<file path="config.mk">
export PLATFORM = sky130hd
export DESIGN_NAME = disp_ram_addr_gen
export DESIGN_NICKNAME = d
export VERILOG_FILES = /design/src/rtl/dag_pkg.sv /design/src/rtl/dag_axis_step.sv /design/src/rtl/dag_cfg_regs.sv /design/src/rtl/dag_counter.sv /design/src/rtl/dag_col_map.sv /design/src/rtl/disp_ram_addr_gen.sv
export SDC_FILE = /design/constraint.sdc
export NUM_CORES = 1
export LEC_CHECK = 0
export ABC_AREA = 0
export BUFFER_PORTS_ARGS = -buffer_cell sky130_fd_sc_hd__buf_2
export CORE_ASPECT_RATIO = 1.25
export CORE_MARGIN = 5
export CORE_UTILIZATION = 51
export DETAILED_ROUTE_END_ITERATION = 8
export HOLD_SLACK_MARGIN = 0.06
export MAX_ROUTING_LAYER = met4
export PLACE_DENSITY = 0.79
export SLEW_MARGIN = 20
export SYNTH_ARGS = -nofsm -noshare
export SYNTH_HDL_FRONTEND = slang
export SYNTH_HIERARCHICAL = 1
export SYNTH_SLANG_ARGS = --single-unit
</file>
<file path="constraint.sdc">
create_clock -name clk -period 3.9 [get_ports clk]
set_clock_uncertainty 0.2 [all_clocks]
set_input_delay 0.195 -clock clk [delete_from_list [all_inputs] [get_ports clk]]
set_output_delay 0.195 -clock clk [all_outputs]
set_load 0.02 [all_outputs]
</file>
<file path="src/rtl/dag_pkg.sv">
package dag_pkg;

   typedef enum logic {
      ORDER_HORIZ = 1'b0,
      ORDER_VERT  = 1'b1
   } order_e;

endpackage

</file>
<file path="src/rtl/dag_axis_step.sv">
// One wrapping counter axis: next value and at-limit flag.
module dag_axis_step #(
   parameter int W = 7
) (
   input  logic [W-1:0] cur,
   input  logic [W-1:0] lim,
   input  logic         advance,
   output logic         at_lim,
   output logic [W-1:0] nxt
);

   always_comb begin
      at_lim = (cur >= lim);
      if (!advance)
         nxt = cur;
      else if (at_lim)
         nxt = '0;
      else
         nxt = cur + W'(1);
   end

endmodule

</file>
<file path="src/rtl/dag_cfg_regs.sv">
// Order, mirror and wrap-limit registers with clamping on write.
module dag_cfg_regs
   import dag_pkg::*;
#(
   parameter int COL_W    = 7,
   parameter int BANK_W   = 4,
   parameter int COL_MAX  = 101,
   parameter int BANK_MAX = 8
) (
   input  logic              clk,
   input  logic              rst_n,
   input  logic              cfg_wr,
   input  logic              cfg_vert,
   input  logic              cfg_mirror,
   input  logic [COL_W-1:0]  cfg_col_lim,
   input  logic [BANK_W-1:0] cfg_bank_lim,
   output order_e            order_q,
   output logic              mirror_q,
   output logic [COL_W-1:0]  col_lim_q,
   output logic [BANK_W-1:0] bank_lim_q
);

   localparam logic [COL_W-1:0]  COL_TOP  = COL_W'(COL_MAX);
   localparam logic [BANK_W-1:0] BANK_TOP = BANK_W'(BANK_MAX);

   logic [COL_W-1:0]  col_lim_clamped;
   logic [BANK_W-1:0] bank_lim_clamped;

   always_comb begin
      col_lim_clamped  = (cfg_col_lim  > COL_TOP)  ? COL_TOP  : cfg_col_lim;
      bank_lim_clamped = (cfg_bank_lim > BANK_TOP) ? BANK_TOP : cfg_bank_lim;
   end

   always_ff @(posedge clk or negedge rst_n) begin
      if (!rst_n) begin
         order_q    <= ORDER_HORIZ;
         mirror_q   <= 1'b0;
         col_lim_q  <= COL_TOP;
         bank_lim_q <= BANK_TOP;
      end else if (cfg_wr) begin
         order_q    <= cfg_vert ? ORDER_VERT : ORDER_HORIZ;
         mirror_q   <= cfg_mirror;
         col_lim_q  <= col_lim_clamped;
         bank_lim_q <= bank_lim_clamped;
      end
   end

endmodule

</file>
<file path="src/rtl/dag_counter.sv">
// Logical column and bank counters with load and auto-advance.
module dag_counter
   import dag_pkg::*;
#(
   parameter int COL_W  = 7,
   parameter int BANK_W = 4
) (
   input  logic              clk,
   input  logic              rst_n,
   input  logic              wr_strobe,
   input  logic              set_col,
   input  logic [COL_W-1:0]  set_col_val,
   input  logic              set_bank,
   input  logic [BANK_W-1:0] set_bank_val,
   input  order_e            order_q,
   input  logic [COL_W-1:0]  col_lim_q,
   input  logic [BANK_W-1:0] bank_lim_q,
   output logic [COL_W-1:0]  col_q,
   output logic [BANK_W-1:0] bank_q
);

   logic              col_at_lim;
   logic              bank_at_lim;
   logic              col_adv;
   logic              bank_adv;
   logic              any_load;
   logic [COL_W-1:0]  col_step;
   logic [BANK_W-1:0] bank_step;
   logic [COL_W-1:0]  col_load;
   logic [BANK_W-1:0] bank_load;

   // The leading axis always moves; the trailing axis moves on wrap.
   always_comb begin
      if (order_q == ORDER_HORIZ) begin
         col_adv  = wr_strobe;
         bank_adv = wr_strobe & col_at_lim;
      end else begin
         bank_adv = wr_strobe;
         col_adv  = wr_strobe & bank_at_lim;
      end
   end

   dag_axis_step #(.W(COL_W)) u_col_step (
      .cur     (col_q),
      .lim     (col_lim_q),
      .advance (col_adv),
      .at_lim  (col_at_lim),
      .nxt     (col_step)
   );

   dag_axis_step #(.W(BANK_W)) u_bank_step (
      .cur     (bank_q),
      .lim     (bank_lim_q),
      .advance (bank_adv),
      .at_lim  (bank_at_lim),
      .nxt     (bank_step)
   );

   always_comb begin
      any_load  = set_col | set_bank;
      col_load  = (set_col_val  > col_lim_q)  ? col_lim_q  : set_col_val;
      bank_load = (set_bank_val > bank_lim_q) ? bank_lim_q : set_bank_val;
   end

   always_ff @(posedge clk or negedge rst_n) begin
      if (!rst_n) begin
         col_q  <= '0;
         bank_q <= '0;
      end else if (any_load) begin
         if (set_col)
            col_q <= col_load;
         if (set_bank)
            bank_q <= bank_load;
      end else begin
         col_q  <= col_step;
         bank_q <= bank_step;
      end
   end

endmodule

</file>
<file path="src/rtl/dag_col_map.sv">
// Logical to physical column mapping; mirror logic only when enabled.
module dag_col_map #(
   parameter int COL_W     = 7,
   parameter int NUM_COLS  = 102,
   parameter bit MIRROR_EN = 1'b1
) (
   input  logic [COL_W-1:0] col_log,
   input  logic             mirror,
   output logic [COL_W-1:0] col_phys
);

   localparam logic [COL_W-1:0] COL_TOP = COL_W'(NUM_COLS - 1);

   generate
      if (MIRROR_EN) begin : g_mirror
         assign col_phys = mirror ? (COL_TOP - col_log) : col_log;
      end else begin : g_plain
         logic unused_mirror;
         assign unused_mirror = mirror;
         assign col_phys      = col_log;
      end
   endgenerate

endmodule

</file>
<file path="src/rtl/disp_ram_addr_gen.sv">
module disp_ram_addr_gen
   import dag_pkg::*;
#(
   parameter int NUM_COLS  = 102,
   parameter int NUM_BANKS = 9,
   parameter bit MIRROR_EN = 1'b1,
   localparam int COL_W    = $clog2(NUM_COLS),
   localparam int BANK_W   = $clog2(NUM_BANKS)
) (
   input  logic              clk,
   input  logic              rst_n,
   input  logic              wr_strobe,
   input  logic              set_col,
   input  logic [COL_W-1:0]  set_col_val,
   input  logic              set_bank,
   input  logic [BANK_W-1:0] set_bank_val,
   input  logic              cfg_wr,
   input  logic              cfg_vert,
   input  logic              cfg_mirror,
   input  logic [COL_W-1:0]  cfg_col_lim,
   input  logic [BANK_W-1:0] cfg_bank_lim,
   output logic [BANK_W-1:0] mem_bank,
   output logic [COL_W-1:0]  mem_col,
   output logic              mem_we
);

   generate
      if (NUM_COLS < 2) begin : g_bad_cols
         $error("disp_ram_addr_gen: NUM_COLS must be at least 2");
      end
      if (NUM_BANKS < 2) begin : g_bad_banks
         $error("disp_ram_addr_gen: NUM_BANKS must be at least 2");
      end
   endgenerate

   order_e            order_q;
   logic              mirror_q;
   logic [COL_W-1:0]  col_lim_q;
   logic [BANK_W-1:0] bank_lim_q;
   logic [COL_W-1:0]  col_q;
   logic [BANK_W-1:0] bank_q;

   dag_cfg_regs #(
      .COL_W    (COL_W),
      .BANK_W   (BANK_W),
      .COL_MAX  (NUM_COLS - 1),
      .BANK_MAX (NUM_BANKS - 1)
   ) u_cfg (
      .clk          (clk),
      .rst_n        (rst_n),
      .cfg_wr       (cfg_wr),
      .cfg_vert     (cfg_vert),
      .cfg_mirror   (cfg_mirror),
      .cfg_col_lim  (cfg_col_lim),
      .cfg_bank_lim (cfg_bank_lim),
      .order_q      (order_q),
      .mirror_q     (mirror_q),
      .col_lim_q    (col_lim_q),
      .bank_lim_q   (bank_lim_q)
   );

   dag_counter #(
      .COL_W  (COL_W),
      .BANK_W (BANK_W)
   ) u_cnt (
      .clk          (clk),
      .rst_n        (rst_n),
      .wr_strobe    (wr_strobe),
      .set_col      (set_col),
      .set_col_val  (set_col_val),
      .set_bank     (set_bank),
      .set_bank_val (set_bank_val),
      .order_q      (order_q),
      .col_lim_q    (col_lim_q),
      .bank_lim_q   (bank_lim_q),
      .col_q        (col_q),
      .bank_q       (bank_q)
   );

   dag_col_map #(
      .COL_W     (COL_W),
      .NUM_COLS  (NUM_COLS),
      .MIRROR_EN (MIRROR_EN)
   ) u_map (
      .col_log  (col_q),
      .mirror   (mirror_q),
      .col_phys (mem_col)
   );

   assign mem_bank = bank_q;
   assign mem_we   = wr_strobe;

endmodule

</file>
After elaboration in Yosys (flattened, before gate mapping)
Index checks and enable logic that the tools add are counted.
{"block": "word_totals", "register_bits": 24, "latch_bits": 0, "ramBits": 0, "romBits": 0, "in_bits": 30, "output_inout_bits": 12, "elab_cells": 40, "n_memories": 0}
{"block": "classes", "addsub": 3, "mul": 0, "div": 0, "magnitude_cmp": 6, "eq_ne": 2, "n_shift": 0, "muxes": 16, "n_bitwise": 3, "reduce_logical": 4}
{"operator": "$mux W7", "count": 7}
{"operator": "$mux W4", "count": 6}
{"operator": "$add A7 B1 Y7 const B", "count": 1}
{"operator": "$ge A7 B7 Y1", "count": 1}
{"operator": "$gt A7 B7 Y1", "count": 1}
{"operator": "$gt A7 B7 Y1 const B", "count": 1}
{"operator": "$sub A7 B7 Y7 const A", "count": 1}
{"operator": "$add A4 B1 Y4 const B", "count": 1}
{"operator": "$ge A4 B4 Y1", "count": 1}
{"operator": "$gt A4 B4 Y1", "count": 1}
{"operator": "$gt A4 B4 Y1 const B", "count": 1}
{"operator": "$ne A2 B2 Y1 const B", "count": 2}
{"operator": "$reduce_and A2 Y1", "count": 2}
{"operator": "$reduce_bool A2 Y1", "count": 2}
{"operator": "$mux W1", "count": 3}
{"operator": "$and A1 B1 Y1", "count": 2}
{"operator": "$or A1 B1 Y1", "count": 1}

Longest topological paths before layout
{"block": "depth", "word_depth": 5, "depth_mapped": 14, "ltp_nobuf": 13}

By module
Netlist, hierarchy kept.
{"mod": "dag_counter", "n_inst": 1, "cells_per_inst": 122, "area_per_inst_um2": 1068.5}
{"mod": "dag_cfg_regs", "n_inst": 1, "cells_per_inst": 46, "area_per_inst_um2": 564.3}
{"mod": "dag_axis_step at u_cnt.u_col_step", "n_inst": 1, "cells_per_inst": 47, "area_per_inst_um2": 360.3}
{"mod": "dag_axis_step at u_cnt.u_bank_step", "n_inst": 1, "cells_per_inst": 27, "area_per_inst_um2": 207.7}
{"mod": "dag_col_map", "n_inst": 1, "cells_per_inst": 16, "area_per_inst_um2": 127.6}
{"mod": "disp_ram_addr_gen", "n_inst": 1, "cells_per_inst": 1, "area_per_inst_um2": 7.5}

Least setup slack after synthesis
OpenSTA, ideal clock, no wires.
{"block": "synth_timing", "path_kind": "reg2reg", "startpoint": "register u_cfg.bank_lim_q[3]", "endpoint": "register u_cnt.col_q[5]", "setup_ns": 0.136, "t_arrival_ns": 2.480, "setup_slack_ns": 1.084, "path_stages_with_launch": 15, "synth_period_minus_slack_ns": 2.816, "path_cell_list": "dfstp_2 > inv_1 > ha_1 > o211ai_2 > o21ai_4 > inv_1 > a21boi_0 > buf_2 > nand4_1 > nor2_1 > xnor2_1 > a21oi_1 > mux2_2 > o22ai_1 > nor3_1"}
{"block": "synth_between", "elab_chain_len": 5}
{"item": "start: declaration", "line": "dag_cfg_regs.sv:20", "rtl": "output logic [BANK_W-1:0] bank_lim_q"}
{"item": "start signal: assignment", "line": "dag_cfg_regs.sv:44", "rtl": "bank_lim_q <= bank_lim_clamped;"}
{"item": "$ge A4 B4 Y1", "line": "dag_axis_step.sv:13", "rtl": "at_lim = (cur >= lim);"}
{"item": "named net u_cnt.bank_at_lim", "line": "dag_counter.sv:23", "rtl": "logic bank_at_lim;"}
{"item": "$and A1 B1 Y1", "line": "dag_counter.sv:39", "rtl": "col_adv = wr_strobe & bank_at_lim;"}
{"item": "$mux W1", "line": "dag_counter.sv:34", "rtl": "if (order_q == ORDER_HORIZ) begin"}
{"item": "named net u_cnt.col_adv", "line": "dag_counter.sv:24", "rtl": "logic col_adv;"}
{"item": "$reduce_bool A2 Y1 (no line)"}
{"item": "$reduce_and A2 Y1 (no line)"}
{"item": "end signal: assignment", "line": "dag_counter.sv:71", "rtl": "col_q <= col_load;"}
{"item": "end signal: assignment", "line": "dag_counter.sv:75", "rtl": "col_q <= col_step;"}
{"item": "end: declaration", "line": "dag_counter.sv:18", "rtl": "output logic [COL_W-1:0] col_q,"}
The timed path passes the listed nets, and every way through them passes these cells.
A chain may end at the register's enable or synchronous reset.

Worst setup path after layout
{"block": "layout_timing", "startpoint": "register u_cfg.col_lim_q[2]", "endpoint": "register u_cnt.bank_q[3]"}
{"block": "layout_between", "elab_chain_len": 5}
{"item": "start: declaration", "line": "dag_cfg_regs.sv:19", "rtl": "output logic [COL_W-1:0] col_lim_q,"}
{"item": "start signal: assignment", "line": "dag_cfg_regs.sv:43", "rtl": "col_lim_q <= col_lim_clamped;"}
{"item": "$ge A7 B7 Y1", "line": "dag_axis_step.sv:13"}
{"item": "named net u_cnt.col_at_lim", "line": "dag_counter.sv:22", "rtl": "logic col_at_lim;"}
{"item": "$and A1 B1 Y1", "line": "dag_counter.sv:36", "rtl": "bank_adv = wr_strobe & col_at_lim;"}
{"item": "$mux W1", "line": "dag_counter.sv:34"}
{"item": "named net u_cnt.bank_adv", "line": "dag_counter.sv:25", "rtl": "logic bank_adv;"}
{"item": "$reduce_bool A2 Y1 (no line)"}
{"item": "$reduce_and A2 Y1 (no line)"}
{"item": "end signal: assignment", "line": "dag_counter.sv:73", "rtl": "bank_q <= bank_load;"}
{"item": "end signal: assignment", "line": "dag_counter.sv:76", "rtl": "bank_q <= bank_step;"}
{"item": "end: declaration", "line": "dag_counter.sv:19", "rtl": "output logic [BANK_W-1:0] bank_q"}
The timed path passes the listed nets, and every way through them passes these cells.

==> impl_metrics.tcl <==
set metrics [dict create \
    worstHoldStart "cfg_col_lim[1]" \
    clkTransAtPathRegs_ns 0.09 \
    totalWireLength_mm 5.49 \
    nets 374 \
    layout_setup_ws_ns 0.811 \
    synth-seq-cells 24 \
    slew_violations 0 \
    relSlewSlack_pct 63.7 \
    syn_inst 259 \
    drtAntennaViolNets 0 \
    routed-via-count 2123 \
    yosysWarnings 6 \
    cap_violations 0 \
    dp_slack_ns 0.857 \
    netlist_area_um2 2340 \
    core-area_um2 4430 \
    post_drt_wl_per_cell_um 14.6 \
    place_hpwl_mm 4.10 \
    synth_flop_cell "dfrtp_1" \
    ys_types 54 \
    hp-class "input pin to flop" \
    status "completed" \
    track_usage_pct 18.8 \
    die_area_um2 6040 \
    vias_per_cell 5.65 \
    grt_start_max_net_pins 25 \
    avgSynthCellArea_um2 9.02 \
    setup_tns_ns 0 \
    grt_pass1_vias 2061 \
    critPathLaunchType "flop" \
    finalSetupViolations 0 \
    fin_crit_ns 3.09 \
    antenna_found_initial 0 \
    die_y_um 85.7 \
    place.gp.congestion 0.887 \
    initial_core_util_pct 52.8 \
    period_share_pct 79.2 \
    worstMarginPinSlew_ns 0.541 \
    io_pins 42 \
    grt_pass1_wl_mm 9.24 \
    drt_iter0_drc 81 \
    cp_max_fo 8 \
    cts_tree "done" \
    numCtsBuffers 3 \
    cts_max_level 1 \
    r2r_end "u_cnt/bank_q[3]" \
    synth_seq_area_share_pct 26.0 \
    clkLatencyLatePin_ns 0.27 \
    cts.sinks 24 \
    final_cell_count_no_fill 376 \
    n_fill_cell 399 \
    firstDrtPassIters 4 \
    hold_viol_final 0 \
    synthToLayoutAreaGrowth_pct 21.9 \
    syn_nets 314 \
    worst-setup-path-type "flop to flop" \
    end_kind "flop" \
    dpl.cell_count 349 \
    reg2regPathDepth 12 \
    max_freq_mhz 324 \
    drcViolationCount 0 \
    peakVddDrop_mv 0.244 \
    whs_endpoint "u_cfg/col_lim_q[1]" \
    antennaDiodeCount 0 \
    p_leak_nw 1.27 \
    cts_root_buffer "clkbuf_8" \
    hold_depth 3 \
    portBuffers 41 \
    r2r_start "u_cfg/col_lim_q[2]" \
    rrSetupSlack_ns 0.81 \
    synth_edf_count 0 \
    powerDensity_nw_per_um2 412 \
    die_w_um 70.5 \
    rsz0062_at_grt "false" \
    crit_arrival_ns 3.05 \
    drive_above_1_share_pct 24.2 \
    clock_path_buffers 2 \
    async_flop_share_pct 100 \
    required_ns 3.86 \
    rows 27 \
    grt.overflow.total 0 \
]
-- layer usage --
| metal | global-route usage, % | wire (um) | up-vias |
|---|---|---|---|
| met4 | 3.93 | 44 | 0 |
| met1 | 22.8 | 2500 | 994 |
| met2 | 33.6 | 2710 | 59 |
| met5 | - | 0 | - |
| li1 | - | - | 1066 |
| met3 | 1.88 | 233 | 4 |
-- registers in the layout (all words and copies together), names as in the netlist --
name,count
u_cnt/col_q,7
u_cnt/bank_q,4
u_cfg/order_q,1
u_cfg/col_lim_q,7
u_cfg/bank_lim_q,4
u_cfg/mirror_q,1
-- repair_timing --
item | in CTS | in global routing
hold buffers | 23 | 0
buffers inserted | 0 | 0
hold endpoints to repair | 36 | 0
gates resized for setup | 0 | 0
-- cell families (layout without fill, tap and decap cells) --
group                    count (synthesis)  in the layout  share of synthesized area [%]
buffers and inverters                   49            108                           9.48
AND/OR/NAND/NOR                         62             62                           16.1
AO/OA/AOI/OAI                           76             76                           25.0
multiplexers                            14             14                           6.64
XOR/XNOR                                 9              9                           3.37
flip-flops                              24             24                           26.0
adder cells (fa/ha/maj)                 25             25                           13.4
-- stage by stage --
| step | hold WS (ns) | power (mW) | instance area, um2 | utilization [%] |
|---|---|---|---|---|
| 2_1_floorplan | -0.301 | 0.789 | 2340 | - |
| 3_3_place_gp | 0.0102 | 0.912 | 2550 | 57.5 |
| 3_5_place_dp | 0.00824 | 0.934 | 2550 | 57.5 |
| 4_1_cts | 0.0830 | 1.17 | 2850 | 64.3 |
| 5_1_grt | 0.0986 | 1.25 | 2850 | 64.3 |
| 6_report | 0.0810 | 1.17 | 2850 | 64.3 |
-- worst max-delay path: stages, from the launching register on --
cell,delay (ns)
dfstp_2,0.58
inv_1,0.05
ha_1,0.26
o21a_1,0.11
o2111ai_1,0.15
o21ai_1,0.38
o21a_1,0.34
nor3b_1,0.22
a21oi_1,0.06
o22ai_1,0.12
nor2b_1,0.15
a211oi_1,0.06
a311oi_1,0.30
-- how the worst max path moves through the flow --
stage | start | to | slack, ns
floorplan | u_cfg/bank_lim_q[3] | u_cnt/col_q[5] | 1.08
detailed placement | u_cnt/col_q[0] | u_cnt/bank_q[3] | 0.86
global placement | u_cnt/col_q[0] | u_cnt/bank_q[3] | 0.95
CTS | u_cnt/col_q[0] | u_cnt/bank_q[3] | 0.83
global route | u_cfg/bank_lim_q[3] | u_cnt/col_q[6] | 0.65
finish | u_cfg/col_lim_q[2] | u_cnt/bank_q[3] | 0.81
-- area by class of cell --
type / count / area, um2 / area share [%]
Tap cell: 58 / 72.6 / 2.55
Sequential cell: 24 / 607 / 21.3
Inverter: 39 / 146 / 5.14
Multi-Input combinational cell: 186 / 1510 / 52.9
Clock buffer: 3 / 41.3 / 1.45
Timing Repair Buffer: 65 / 443 / 15.6
Clock inverter: 1 / 30.0 / 1.05
-- placed cells by master (no fill, tap or decap), types with 2 or more instances in the layout --
cell	instances
nor3_1	12
xnor2_1	6
inv_1	39
mux2i_1	2
nand2b_1	4
o211ai_1	3
buf_2	41
nor2b_1	7
nor2_1	6
or2b_1	2
dlygate4sd3_1	23
a2111oi_0	4
a21oi_1	11
clkbuf_8	3
o21ai_0	5
nand2_1	11
a211oi_1	7
a311oi_1	4
nand4_1	3
mux2_2	12
ha_1	25
a2111oi_1	5
dfrtp_1	19
dfstp_2	5
o21ai_1	6
a21o_1	4
o22ai_1	11
nand3_1	4
a31oi_1	2
nand3b_1	5
o21a_1	3
xor2_1	3
-- where the power goes --
part | total (mW) | switching [mW] | internal, mW
sequential | 0.375 | 0.0811 | 0.294
clock | 0.222 | 0.0847 | 0.137
combinational | 0.578 | 0.309 | 0.268
-- synth_stat cells (all sizes together), types with 2 or more instances --
| cell | instances | area share [%] |
|---|---|---|
| dfstp | 5 | 5.6 |
| nor3 | 13 | 3.0 |
| o22ai | 11 | 2.9 |
| inv | 39 | 6.3 |
| nand2 | 11 | 1.8 |
| o21ai | 13 | 3.4 |
| a21oi | 12 | 2.7 |
| a21o | 5 | 1.9 |
| xnor2 | 6 | 2.2 |
| mux2i | 2 | 0.86 |
| o211ai | 4 | 1.5 |
| a211oi | 7 | 2.2 |
| buf | 9 | 2.9 |
| ha | 25 | 13 |
| a311oi | 4 | 1.5 |
| nor2 | 6 | 0.96 |
| nor3b | 2 | 0.86 |
| dfrtp | 19 | 20 |
| a2111oi | 11 | 5.5 |
| nand4 | 4 | 1.3 |
| nand2b | 5 | 1.7 |
| nor2b | 7 | 1.9 |
| or2b | 2 | 0.64 |
| o21a | 4 | 1.3 |
| mux2 | 12 | 5.8 |
| a31oi | 2 | 0.54 |
| nand3b | 5 | 1.6 |
| nand3 | 4 | 0.86 |
| xor2 | 3 | 1.1 |
No activity file was read; power rests on OpenSTA's default activity.
